$ cat config.mk
export PLATFORM = sky130hd
export DESIGN_NAME = aux_dac_bank
export DESIGN_NICKNAME = d
export VERILOG_FILES = /design/src/rtl/aux_dac_pkg.sv /design/src/rtl/aux_sync2.sv /design/src/rtl/aux_dac_chan.sv /design/src/rtl/aux_dac_bank.sv
export SDC_FILE = /design/constraint.sdc
export NUM_CORES = 1
export LEC_CHECK = 0
export BUFFER_PORTS_ARGS = -buffer_cell sky130_fd_sc_hd__buf_4
export CORE_AREA = 3 3 103 105
export CTS_CLUSTER_SIZE = 40
export DETAILED_ROUTE_END_ITERATION = 10
export DIE_AREA = 0 0 106 108
export PLACE_DENSITY = 0.51
export SYNTH_ARGS = -nofsm -noshare
export SYNTH_HDL_FRONTEND = slang
export SYNTH_SLANG_ARGS = --single-unit
$ cat constraint.sdc
create_clock -name clk -period 2.7 [get_ports clk]
set_input_delay 0.135 -clock clk [delete_from_list [all_inputs] [get_ports clk]]
set_output_delay 0.135 -clock clk [all_outputs]
set_load 0.01 [all_outputs]
$ cat src/rtl/aux_dac_pkg.sv
package aux_dac_pkg;
  localparam int unsigned NUM_CH = 3;
  localparam int unsigned ADDR_W = 2;

  typedef enum logic [ADDR_W-1:0] {
    A_PWR  = 2'd0,
    A_GAIN = 2'd1,
    A_FREQ = 2'd2,
    A_RAMP = 2'd3
  } aux_addr_e;
endpackage

$ cat src/rtl/aux_sync2.sv
module aux_sync2 #(
  parameter logic RST_VAL = 1'b0
) (
  input  logic clk,
  input  logic rst_n,
  input  logic d_i,
  output logic q_o
);
  logic [1:0] stg_q;

  always_ff @(posedge clk or negedge rst_n) begin
    if (!rst_n) stg_q <= {2{RST_VAL}};
    else        stg_q <= {stg_q[0], d_i};
  end

  assign q_o = stg_q[1];
endmodule

$ cat src/rtl/aux_dac_chan.sv
module aux_dac_chan #(
  parameter int unsigned W        = 8,
  parameter int unsigned DATA_W   = 16,
  parameter logic [W-1:0] RST_CODE = '0
) (
  input  logic              clk,
  input  logic              rst_n,
  input  logic              sel_wr_i,
  input  logic [DATA_W-1:0] wr_data_i,
  input  logic              pwr_i,
  input  logic              standby_i,
  output logic [W-1:0]      held_o,
  output logic [W-1:0]      code_o,
  output logic              oe_o,
  output logic              clk_en_o
);
  logic         en;
  logic [W-1:0] held_d, held_q;
  logic [W-1:0] out_d, out_q;

  assign en = pwr_i & standby_i;

  always_comb begin
    held_d = held_q;
    if (sel_wr_i) held_d = wr_data_i[W-1:0];
    out_d = out_q;
    if (en) out_d = held_d;
  end

  always_ff @(posedge clk or negedge rst_n) begin
    if (!rst_n) begin
      held_q <= RST_CODE;
      out_q  <= RST_CODE;
    end else begin
      held_q <= held_d;
      out_q  <= out_d;
    end
  end

  assign held_o   = held_q;
  assign code_o   = out_q;
  assign oe_o     = en;
  assign clk_en_o = en;

  // an inactive channel keeps its presented code
  p_hold_inactive_r5: assert property (@(posedge clk) disable iff (!rst_n)
    !oe_o |=> $stable(code_o));

  // a write to an active channel is presented at the loading edge
  p_write_live_r4: assert property (@(posedge clk) disable iff (!rst_n)
    (oe_o && sel_wr_i) |=> (code_o == $past(wr_data_i[W-1:0])));

  // an active channel without a write presents its held code
  p_show_held_r6: assert property (@(posedge clk) disable iff (!rst_n)
    (oe_o && !sel_wr_i) |=> (code_o == $past(held_o)));

  // enables need both power and standby
  p_gate_r2: assert property (@(posedge clk) disable iff (!rst_n)
    (oe_o || clk_en_o) |-> (pwr_i && standby_i));
endmodule

$ cat src/rtl/aux_dac_bank.sv
module aux_dac_bank
  import aux_dac_pkg::*;
#(
  parameter int unsigned GAIN_W  = 8,
  parameter int unsigned FREQ_W  = 12,
  parameter int unsigned RAMP_W  = 10,
  parameter int unsigned DATA_W  = 16,
  parameter logic [2:0]  PWR_RST = 3'b010
) (
  input  logic              clk,
  input  logic              rst_n,
  input  logic              standby_i,
  input  logic              wr_en_i,
  input  logic [1:0]        wr_addr_i,
  input  logic [DATA_W-1:0] wr_data_i,
  input  logic [1:0]        rd_addr_i,
  output logic [DATA_W-1:0] rd_data_o,
  output logic [GAIN_W-1:0] gain_code_o,
  output logic [FREQ_W-1:0] freq_code_o,
  output logic [RAMP_W-1:0] ramp_code_o,
  output logic [2:0]        dac_oe_o,
  output logic [2:0]        dac_clk_en_o
);
  localparam int unsigned GF_W = (GAIN_W > FREQ_W) ? GAIN_W : FREQ_W;
  localparam int unsigned CW   = (GF_W > RAMP_W) ? GF_W : RAMP_W;

  logic                rst_sync_n;
  logic                sb_sync;
  logic [NUM_CH-1:0]   pwr_d, pwr_q;
  logic [CW-1:0]       held_arr [NUM_CH];
  logic [CW-1:0]       out_arr  [NUM_CH];

  aux_sync2 #(.RST_VAL(1'b0)) u_rst_sync (
    .clk(clk), .rst_n(rst_n), .d_i(1'b1), .q_o(rst_sync_n)
  );

  aux_sync2 #(.RST_VAL(1'b0)) u_sb_sync (
    .clk(clk), .rst_n(rst_sync_n), .d_i(standby_i), .q_o(sb_sync)
  );

  always_comb begin
    pwr_d = pwr_q;
    if (wr_en_i && (wr_addr_i == A_PWR)) pwr_d = wr_data_i[NUM_CH-1:0];
  end

  always_ff @(posedge clk or negedge rst_sync_n) begin
    if (!rst_sync_n) pwr_q <= PWR_RST;
    else             pwr_q <= pwr_d;
  end

  for (genvar ch = 0; ch < NUM_CH; ch++) begin : g_ch
    localparam int unsigned W = (ch == 0) ? GAIN_W : (ch == 1) ? FREQ_W : RAMP_W;
    localparam logic [W-1:0] RC = (ch == 1) ? {1'b1, {(W-1){1'b0}}} : '0;
    logic [W-1:0] held, code;
    logic         sel_wr;

    assign sel_wr = wr_en_i && (wr_addr_i == 2'(ch + 1));

    aux_dac_chan #(.W(W), .DATA_W(DATA_W), .RST_CODE(RC)) u_chan (
      .clk       (clk),
      .rst_n     (rst_sync_n),
      .sel_wr_i  (sel_wr),
      .wr_data_i (wr_data_i),
      .pwr_i     (pwr_q[ch]),
      .standby_i (sb_sync),
      .held_o    (held),
      .code_o    (code),
      .oe_o      (dac_oe_o[ch]),
      .clk_en_o  (dac_clk_en_o[ch])
    );

    assign held_arr[ch] = CW'(held);
    assign out_arr[ch]  = CW'(code);
  end

  assign gain_code_o = out_arr[0][GAIN_W-1:0];
  assign freq_code_o = out_arr[1][FREQ_W-1:0];
  assign ramp_code_o = out_arr[2][RAMP_W-1:0];

  always_comb begin
    unique case (rd_addr_i)
      A_PWR:   rd_data_o = DATA_W'(pwr_q);
      A_GAIN:  rd_data_o = DATA_W'(held_arr[0]);
      A_FREQ:  rd_data_o = DATA_W'(held_arr[1]);
      default: rd_data_o = DATA_W'(held_arr[2]);
    endcase
  end

  // a power write is visible on the next cycle
  p_pwr_write_r7: assert property (@(posedge clk) disable iff (!rst_sync_n)
    (wr_en_i && wr_addr_i == A_PWR) |=> (pwr_q == $past(wr_data_i[NUM_CH-1:0])));

  // enables rise only after standby was high two edges before
  p_sb_latency_r8: assert property (@(posedge clk) disable iff (!rst_sync_n)
    $rose(dac_oe_o[1]) |-> $past(standby_i, 2));

  // enables are low in the first cycle after reset release
  p_rst_quiet_r3: assert property (@(posedge clk) disable iff (!rst_n)
    $rose(rst_sync_n) |-> (dac_oe_o == 3'b000));
endmodule

==> results.py, run 1 <==
metrics = {
    "floorplanning": {
        "start_util_pct": 28.7,
        "core_um2": 9730,
        "row_count": 36,
        "die_h_um": 108,
        "dieArea_um2": 11400,
        "die_x_um": 106,
        "io_pins": 76,
    },
    "clock_tree": {
        "cts_root_buffer": "clkbuf_8",
        "cts_num_sinks": 67,
        "clkTransAtPathRegs_ns": 0.08,
        "clock_latency_ns": 0.33,
        "cts_buffers": 9,
        "cts_resized": 0,
        "cts_tree": "done",
        "post-cts-setup-buffers": 0,
        "clk_path_buf_depth": 2,
        "cts-htree-levels": 3,
    },
    "power": {
        "p_leak_nw": 1.73,
        "vdd_drop_max_mv": 0.230,
        "power_density_nw_per_um2": 843,
    },
    "place": {
        "dp_hpwl_um": 5160,
        "portBuffers": 67,
        "place_area_um2": 3360,
        "gp_congestion": 0.791,
        "place_ws_ns": 1.27,
    },
    "sta": {
        "finalSetupTns_ns": 0,
        "worstMarginPinSlew_ns": 0.804,
        "hold_ws_ns": 0.0147,
        "fmax_mhz": 568,
        "post-route-worst-setup-slack_ns": 0.940,
        "finClkSkew_ns": 0.00951,
        "relSlewSlack_pct": 46.4,
        "hold_viol_final": 0,
        "period_minus_slack_ns": 1.76,
        "fin_crit_sh_pct": 65.2,
        "rsz0062_at_grt": "false",
        "setup_viol": 0,
        "report.final.slew_viol_count": 0,
    },
    "synthesis": {
        "ys.warnings.count": 0,
        "syn_area_um2": 2790,
        "syn_avg_cell_area_um2": 10.2,
        "ys_seq_elements": 67,
        "syn_inst": 275,
        "yosysUniqueCellTypes": 20,
        "synth_top_area_share_pct": 57.3,
        "synth.yosys.seq_area_share_pct": 60.1,
        "yosysTopAreaCell": "dfrtp_1",
        "netlist_top_cells_area": "dfrtp_1, nand2_1, a31oi_1",
    },
    "routing": {
        "detailedRoute.firstIterationViolations": 83,
        "routedWlPerCell_um": 15.3,
        "vias_per_cell": 4.41,
        "first_pass_iters": 4,
        "postRouteAntennaNets": 0,
        "drcViolationCount": 0,
        "routed-via-count": 2100,
        "totalWireLength_um": 7300,
    },
    "layout": {
        "final_util_pct": 36.7,
        "final_common_cell": "nand2_1",
        "nets": 362,
        "area_growth_pct": 27.8,
        "layout_common_cells": "nand2_1, buf_4, dfrtp_1",
        "drive_gt1_share_pct": 29.7,
        "num_antenna_cells": 0,
        "fin_area_um2": 3570,
    },
    "critical_path": {
        "arrival_ns": 1.62,
        "crit_path_start": "u_sb_sync.stg_q[1]",
        "critPathCaptureType": "output pin",
        "worst-setup-path-type": "flip-flop to output pin",
        "r2r-start": "u_sb_sync.stg_q[1]",
        "crit_fanout": 22,
        "worstPathRequired_ns": 2.57,
        "start_kind": "flip-flop",
    },
    "worst_hold_path": {
        "hp-class": "input port to flip-flop",
        "min_from": "wr_data_i[10]",
    },
    "run_status": {
        "status": "complete, no violations",
    },
    "grt": {
        "grt_max_degree": 35,
        "grt_usage_pct": 13.4,
        "grt.overflow.total": 0,
        "grt_pass1_vias": 2133,
        "grt_first_pass_wirelength_um": 11700,
        "antenna_found_initial": 0,
    },
    "flow_run": {
        "drv_cap": 0,
    },
}
==> report_power, final <==
| part | internal [W] | total (W) | switching, W |
|---|---|---|---|
| registers | 0.00124 | 0.00138 | 0.000139 |
| logic | 0.000412 | 0.000814 | 0.000402 |
| clock network | 0.000423 | 0.000813 | 0.000390 |
==> metal layers <==
metal	GRT usage, %	up-vias	share of wire [%]
li1	-	1036	-
met1	18.8	998	47
met2	19.8	62	45
met3	3.46	4	6.4
met4	5.27	0	0.99
met5	0	-	0
==> sequential cells by signal, indices dropped and copies added, names as in the netlist <==
register and count:
g_ch.u_chan.code_o 30, g_ch.u_chan.held_o 30, pwr_q 3, u_rst_sync.stg_q 2
u_sb_sync.stg_q 2
==> per-stage QoR <==
stage,power [W],std cells
floorplan,0.00181,278
global placement,0.00222,458
detailed placement,0.00223,458
CTS,0.00306,476
global route,0.00322,476
finish,0.00301,476
==> synthesized netlist by cell type <==
library cell and number:
nand2_1 90, dfrtp_1 64, a31oi_1 30, nor2_1 30, buf_4 11, buf_2 10
mux2_2 8, a22o_1 5, and2_1 5, dfstp_2 3, mux4_2 3, nor2b_1 3
and3b_1 2, clkbuf_1 2, conb_1 2, mux2i_1 2, nand3b_1 2, and3_1 1
nand3_1 1, nor3b_2 1
==> layout make-up <==
| type | instances | area, um2 |
|---|---|---|
| Tap cell | 133 | 166 |
| Multi-Input combinational cell | 188 | 985 |
| Fill cell | 1052 | 6160 |
| Clock buffer | 9 | 124 |
| Sequential cell | 67 | 1680 |
| Timing Repair Buffer | 72 | 546 |
| Clock inverter | 7 | 68.8 |
==> worst max-delay path: stages (launching register included) <==
cell	delay (ns)
dfrtp_1	0.37
and2_1	0.66
buf_4	0.25
==> worst paths after layout <==
path	end	slack (ns)	cells after the start
setup / recovery	dac_clk_en_o[2]	0.94	2
hold / removal	g_ch[1].u_chan.held_o[10]	0.01	3
setup reg to reg	g_ch[2].u_chan.code_o[1]	1.33	3
hold reg to reg	u_sb_sync.stg_q[0]	0.35	0
max in group asynchronous	g_ch[1].u_chan.code_o[6]	1.61	1
min in group asynchronous	u_rst_sync.stg_q[1]	0.11	2
==> cells by family (layout without fill, tap and decap cells) <==
family | after synthesis | count (layout) | synth area share (%)
buffers and inverters | 23 | 88 | 5.02
other | 2 | 5 | 0.269
AOI/OAI and AO/OA | 35 | 35 | 8.28
muxes | 13 | 13 | 6.36
DFF | 67 | 67 | 60.1
and+or+nand+nor | 135 | 135 | 19.9
==> what timing repair did <==
item,CTS,global route
hold buffers,2,0
endpoints found under the setup margin,0,0
hold endpoints to repair,3,0
(Power assumes the default switching activity.)
==> run 2, diff against run 1 <==
--- a/config.mk
+++ b/config.mk
@@ -10,7 +10,7 @@
 export CTS_CLUSTER_SIZE = 40
 export DETAILED_ROUTE_END_ITERATION = 10
 export DIE_AREA = 0 0 106 108
-export PLACE_DENSITY = 0.51
+export PLACE_DENSITY = 0.53
 export SYNTH_ARGS = -nofsm -noshare
 export SYNTH_HDL_FRONTEND = slang
 export SYNTH_SLANG_ARGS = --single-unit
==> constraint.sdc (replaced) <==
create_clock -name clk -period 1.48 [get_ports clk]
set_input_delay 0.074 -clock clk [delete_from_list [all_inputs] [get_ports clk]]
set_output_delay 0.074 -clock clk [all_outputs]
set_load 0.01 [all_outputs]
==> run 2 against run 1 <==
Against the previous run:
- sequential share of layout area decreased by 3.8 points
- clock power is 130% higher
- combinational power increased by 100%
- flip-flop and latch count did not move
- clock skew increased by 0.0017 ns
- register-to-register slack worse by 0.99 ns
- critical path depth up 1
- wire length is 3.8% higher
- cell area up 8.8%
- die area unchanged
- non-clock buffer count grew 19
- critical path type unchanged
- critical endpoint is now rd_data_o[3]
==> results.py, run 2 (same netlist as run 1, synthesis figures left out) <==
metrics = {
    "run_status": {
        "status": "complete, no violations",
    },
    "place": {
        "place_ws_ns": 0.229,
        "dp.cells": 461,
        "portBuffers": 67,
        "dp_hpwl_um": 5160,
        "gp_congestion": 0.776,
    },
    "flow_run": {
        "drv_cap": 0,
    },
    "sta": {
        "period_minus_slack_ns": 1.48,
        "post-route-worst-setup-slack_ns": 0.00116,
        "hold_viol_final": 0,
        "relSlewSlack_pct": 62.4,
        "finalSetupTns_ns": 0,
        "finClkSkew_ns": 0.0112,
        "worstMarginPinSlew_ns": 0.564,
        "fin_crit_sh_pct": 99.9,
        "setup_viol": 0,
        "rsz0062_at_grt": "true",
        "fmax_mhz": 676,
        "report.final.slew_viol_count": 0,
    },
    "critical_path": {
        "crit_fanout": 2,
        "critPathCaptureType": "output pin",
        "rr_worst_depth": 4,
        "worstPathRequired_ns": 1.41,
        "arrival_ns": 1.40,
        "worst-setup-path-type": "flip-flop to output pin",
        "start_kind": "flip-flop",
    },
    "clock_tree": {
        "cts_num_sinks": 67,
        "cts-htree-levels": 3,
        "clock_latency_ns": 0.34,
        "cts_buffers": 9,
        "cts_tree": "done",
        "cts_root_buffer": "clkbuf_8",
        "clk_path_buf_depth": 2,
        "clkTransAtPathRegs_ns": 0.08,
    },
    "routing": {
        "vias_per_cell": 4.46,
        "first_pass_iters": 5,
        "detailedRoute.firstIterationViolations": 111,
        "drcViolationCount": 0,
        "totalWireLength_um": 7580,
        "routed-via-count": 2209,
        "routedWlPerCell_um": 15.3,
        "postRouteAntennaNets": 0,
    },
    "layout": {
        "drive_gt1_share_pct": 30.7,
        "area_growth_pct": 39.1,
        "multi_input_area_um2": 996,
        "final_common_cell": "nand2_1",
        "final_util_pct": 39.9,
        "fin_cells": 495,
        "nets": 381,
        "fill_cells": 995,
        "num_antenna_cells": 0,
        "layout_common_cells": "nand2_1, buf_4, dfrtp_1",
        "final-seq-area_um2": 1680,
    },
    "grt": {
        "grt_usage_pct": 13.4,
        "grt_pass1_vias": 2088,
        "grt.overflow.total": 0,
        "antenna_found_initial": 0,
        "grt_max_degree": 66,
        "grt_first_pass_wirelength_um": 11500,
    },
    "floorplanning": {
        "row_count": 36,
        "io_pins": 76,
        "start_util_pct": 28.7,
        "die_h_um": 108,
        "core_um2": 9730,
        "dieArea_um2": 11400,
        "die_x_um": 106,
    },
    "power": {
        "vdd_drop_max_mv": 0.503,
        "p_leak_nw": 1.88,
        "power_density_nw_per_um2": 1550,
    },
    "worst_hold_path": {
        "hp-class": "input port to async pin",
    },
}
==> run 2: cell types whose count changed in the layout (fill, tap and decap cells not counted), sizes merged <==
| cell | before | now |
|---|---|---|
| dlygate4sd3 | 2 | 14 |
| bufinv | 1 | 3 |
| clkbuf | 9 | 10 |
| clkinv | 4 | 3 |
| inv | 0 | 1 |
| clkinvlp | 2 | 0 |
| buf | 70 | 76 |
==> run 2: path summary, 6_finish.rpt <==
| path | start | endpoint | slack (ns) |
|---|---|---|---|
| hold reg to reg | u_rst_sync.stg_q[1] | u_sb_sync.stg_q[1] | 0.29 |
| setup / recovery | g_ch[0].u_chan.held_o[3] | rd_data_o[3] | 0.001 |
| setup reg to reg | pwr_q[1] | g_ch[1].u_chan.code_o[1] | 0.34 |
| max in group asynchronous | u_rst_sync.stg_q[1] | pwr_q[1] | 0.88 |
| hold / removal | rst_n | u_rst_sync.stg_q[1] | 0.05 |
| min in group clk | wr_addr_i[1] | pwr_q[2] | 0.16 |
==> run 2: critical path, stage by stage (launching register included) <==
cell,delay [ns]
dfrtp_1,0.39
mux2_4,0.28
a22o_1,0.26
buf_6,0.14
==> run 2: what timing repair did <==
action | CTS | global route
hold buffers | 14 | 0
hold endpoints to repair | 35 | 0
pin swaps | 1 | 1
gates resized for setup | 2 | 8
setup endpoints to repair | 1 | 10
buffers inserted | 0 | 3
gates cloned | 0 | 1
==> run 2: metrics by stage <==
stage | power [W] | hold slack (ns) | cell area, um2
final | 0.00603 | 0.0454 | 3880
after CTS | 0.00605 | 0.0395 | 3810
after detailed placement | 0.00411 | -0.141 | 3420
after global placement | 0.00409 | -0.143 | 3420
after global routing | 0.00640 | 0.0473 | 3880
after floorplan | 0.00331 | -0.222 | 2810
==> run 2: area by class of cell <==
| class | count | share of cell area (%) |
|---|---|---|
| well taps | 133 | 4.28 |
| clock buffers | 9 | 3.19 |
| flip-flops and latches | 67 | 43.3 |
| clock inverters | 7 | 3.22 |
| repair buffers | 91 | 20.4 |
| multi-input cells | 188 | 25.6 |
==> run 2: layer usage <==
metal / wire length [um] / GRT usage (%) / vias to the layer above
met4: 82 / 3.05 / 0
met1: 3530 / 18.6 / 1074
met2: 3530 / 20.1 / 54
met5: 0 / 0 / -
met3: 433 / 4.90 / 7
li1: - / - / 1074
==> run 2: report_power, final <==
group | internal (W) | switching (W) | total [W]
Combinational | 0.000856 | 0.000770 | 0.00163
Clock | 0.00113 | 0.000749 | 0.00188
Sequential | 0.00227 | 0.000249 | 0.00252
Total | 0.00426 | 0.00177 | 0.00603
==> run 3, diff against run 2 <==
--- a/config.mk
+++ b/config.mk
@@ -10,7 +10,7 @@
 export CTS_CLUSTER_SIZE = 40
 export DETAILED_ROUTE_END_ITERATION = 10
 export DIE_AREA = 0 0 106 108
-export PLACE_DENSITY = 0.53
+export PLACE_DENSITY_LB_ADDON = 0.12
 export SYNTH_ARGS = -nofsm -noshare
 export SYNTH_HDL_FRONTEND = slang
 export SYNTH_SLANG_ARGS = --single-unit
==> run 3 against run 2 <==
Against the previous run:
- die area unchanged
- combinational power about the same
- power decreased by 10%
- clock power decreased by 31%
- core utilization decreased by 0.95 points
- register-to-register slack about the same
- setup slack improved by 0.035 ns
- cell area decreased by 2.4%
- sequential power about the same
- clock skew decreased by 0.0015 ns
- global-route usage increased by 0.50 points
- largest cell class unchanged
==> results.py, run 3 (same netlist as run 1, synthesis figures left out) <==
metrics = {
    "run_status": {
        "status": "complete, no violations",
    },
    "critical_path": {
        "r2r-start": "pwr_q[1]",
        "cp_cell_sequence": "mux2_4 > a22o_1 > buf_6",
        "arrival_ns": 1.37,
        "path_delay_family": "flip-flops",
        "r2r-end": "g_ch[1].u_chan.code_o[3]",
        "slowest_delay_ns": 0.39,
        "crit_fanout": 2,
        "reg2reg_slack_ns": 0.34,
        "crit_path_start": "g_ch[0].u_chan.held_o[3]",
        "start_kind": "flip-flop",
        "critPathCaptureType": "output pin",
        "rr_worst_depth": 4,
        "worstPathRequired_ns": 1.41,
        "critPathBufInv": 1,
        "crit_slowest_cell": "dfrtp_1",
        "worst-setup-path-type": "flip-flop to output pin",
    },
    "floorplanning": {
        "die_h_um": 108,
        "row_count": 36,
        "die_x_um": 106,
        "start_util_pct": 28.7,
        "dieArea_um2": 11400,
        "core_um2": 9730,
        "io_pins": 76,
    },
    "power": {
        "p_leak_nw": 1.84,
        "vdd_drop_max_mv": 0.409,
        "power_density_nw_per_um2": 1430,
    },
    "place": {
        "dp_hpwl_um": 5190,
        "gp_congestion": 0.766,
        "portBuffers": 67,
        "place_ws_ns": 0.189,
        "place_area_um2": 3430,
        "dp.cells": 463,
    },
    "worst_hold_path": {
        "hp-class": "input port to async pin",
    },
    "grt": {
        "antenna_found_initial": 0,
        "grt_usage_pct": 13.9,
        "grt.overflow.total": 0,
        "grt_max_degree": 60,
        "grt_first_pass_wirelength_um": 12100,
        "grt_pass1_vias": 2204,
    },
    "layout": {
        "area_growth_pct": 35.7,
        "fin_cells": 494,
        "layout_common_cells": "nand2_1, buf_4, dfrtp_1",
        "fin_area_um2": 3790,
        "final_common_cell": "nand2_1",
        "fill_cells": 1022,
        "final_util_pct": 39.0,
        "final-seq-area_um2": 1680,
        "nets": 381,
        "num_antenna_cells": 0,
        "multi_input_area_um2": 992,
        "drive_gt1_share_pct": 29.9,
    },
    "sta": {
        "finalSetupTns_ns": 0,
        "setup_viol": 0,
        "hold_viol_final": 0,
        "finClkSkew_ns": 0.00966,
        "rsz0062_at_grt": "true",
        "post-route-worst-setup-slack_ns": 0.0366,
        "fmax_mhz": 693,
        "worstMarginPinSlew_ns": 0.589,
        "report.final.slew_viol_count": 0,
        "relSlewSlack_pct": 60.6,
        "period_minus_slack_ns": 1.44,
        "fin_crit_sh_pct": 97.5,
    },
    "routing": {
        "detailedRoute.firstIterationViolations": 88,
        "totalWireLength_um": 7650,
        "routedWlPerCell_um": 15.5,
        "postRouteAntennaNets": 0,
        "first_pass_iters": 4,
        "vias_per_cell": 4.49,
        "drcViolationCount": 0,
        "routed-via-count": 2217,
    },
    "clock_tree": {
        "clk_path_buf_depth": 2,
        "cts_root_buffer": "clkbuf_8",
        "cts-htree-levels": 3,
        "cts_buffers": 9,
        "cts_tree": "done",
        "clkTransAtPathRegs_ns": 0.07,
        "clock_latency_ns": 0.33,
        "cts_num_sinks": 67,
    },
    "flow_run": {
        "drv_cap": 0,
    },
}
-- run 3: cell types whose count changed in the layout (fill, tap and decap cells not counted) --
| cell | change |
|---|---|
| bufinv_16 | -3 |
| clkbuf_1 | +2 |
| clkbuf_8 | +1 |
| clkinv_2 | +3 |
| clkinv_4 | -3 |
| inv_6 | -1 |
| mux2_2 | +1 |
| mux2_4 | -1 |
-- run 3: per-stage QoR --
stage	hold WS [ns]	power [W]
after floorplan	-0.222	0.00331
after global placement	-0.142	0.00410
after detailed placement	-0.140	0.00412
after CTS	0.0291	0.00547
after global routing	0.0435	0.00581
final	0.0538	0.00543
-- run 3: layer usage --
metal	wire [um]	part of all wire, %	up-vias	track usage, %
li1	-	-	1077	-
met1	3660	48	1066	19.8
met2	3450	45	66	20.5
met3	425	5.6	8	2.87
met4	114	1.5	0	6.29
met5	0	0	-	0
-- run 3: layout make-up --
cell class | instances | area share (%)
multi-input cells | 188 | 26.2
clock buffers | 12 | 3.83
clock inverters | 3 | 0.396
flip-flops and latches | 67 | 44.3
repair buffers | 91 | 20.9
well taps | 133 | 4.39
-- run 3: worst max-delay path by stage --
stage / endpoint / slack (ns) / cells past startpoint
global placement: rd_data_o[7] / 0.20 / 4
floorplan: g_ch[1].u_chan.code_o[10] / 0.31 / 5
global route: rd_data_o[2] / -0.02 / 2
finish: rd_data_o[3] / 0.04 / 3
detailed placement: rd_data_o[7] / 0.19 / 4
CTS: dac_oe_o[1] / 0.01 / 3
-- run 3: power breakdown --
group          switching (W)  leakage (nW)  internal, W
Sequential          0.000255         0.791      0.00227
Clock               0.000653        0.0860     0.000638
Combinational       0.000762         0.959     0.000845
Total                0.00167          1.84      0.00376
-- run 3: timing repair --
action / 4_1_cts / 5_1_grt
setup endpoints to repair: 1 / 8
hold buffers: 14 / 0
gates resized for setup: 0 / 9
endpoints found under the hold margin: 32 / 0
setup buffers: 0 / 1
pin swaps: 1 / 0
cloned: 0 / 1
-- run 3: worst reg2reg max path, delay by kind of cell, from the launching register on --
family	cells	cell delay [ns]
DFF	1	0.54
AOI/OAI and AO/OA	1	0.14
buffers and inverters	1	0.14
and+or+nand+nor	2	0.23
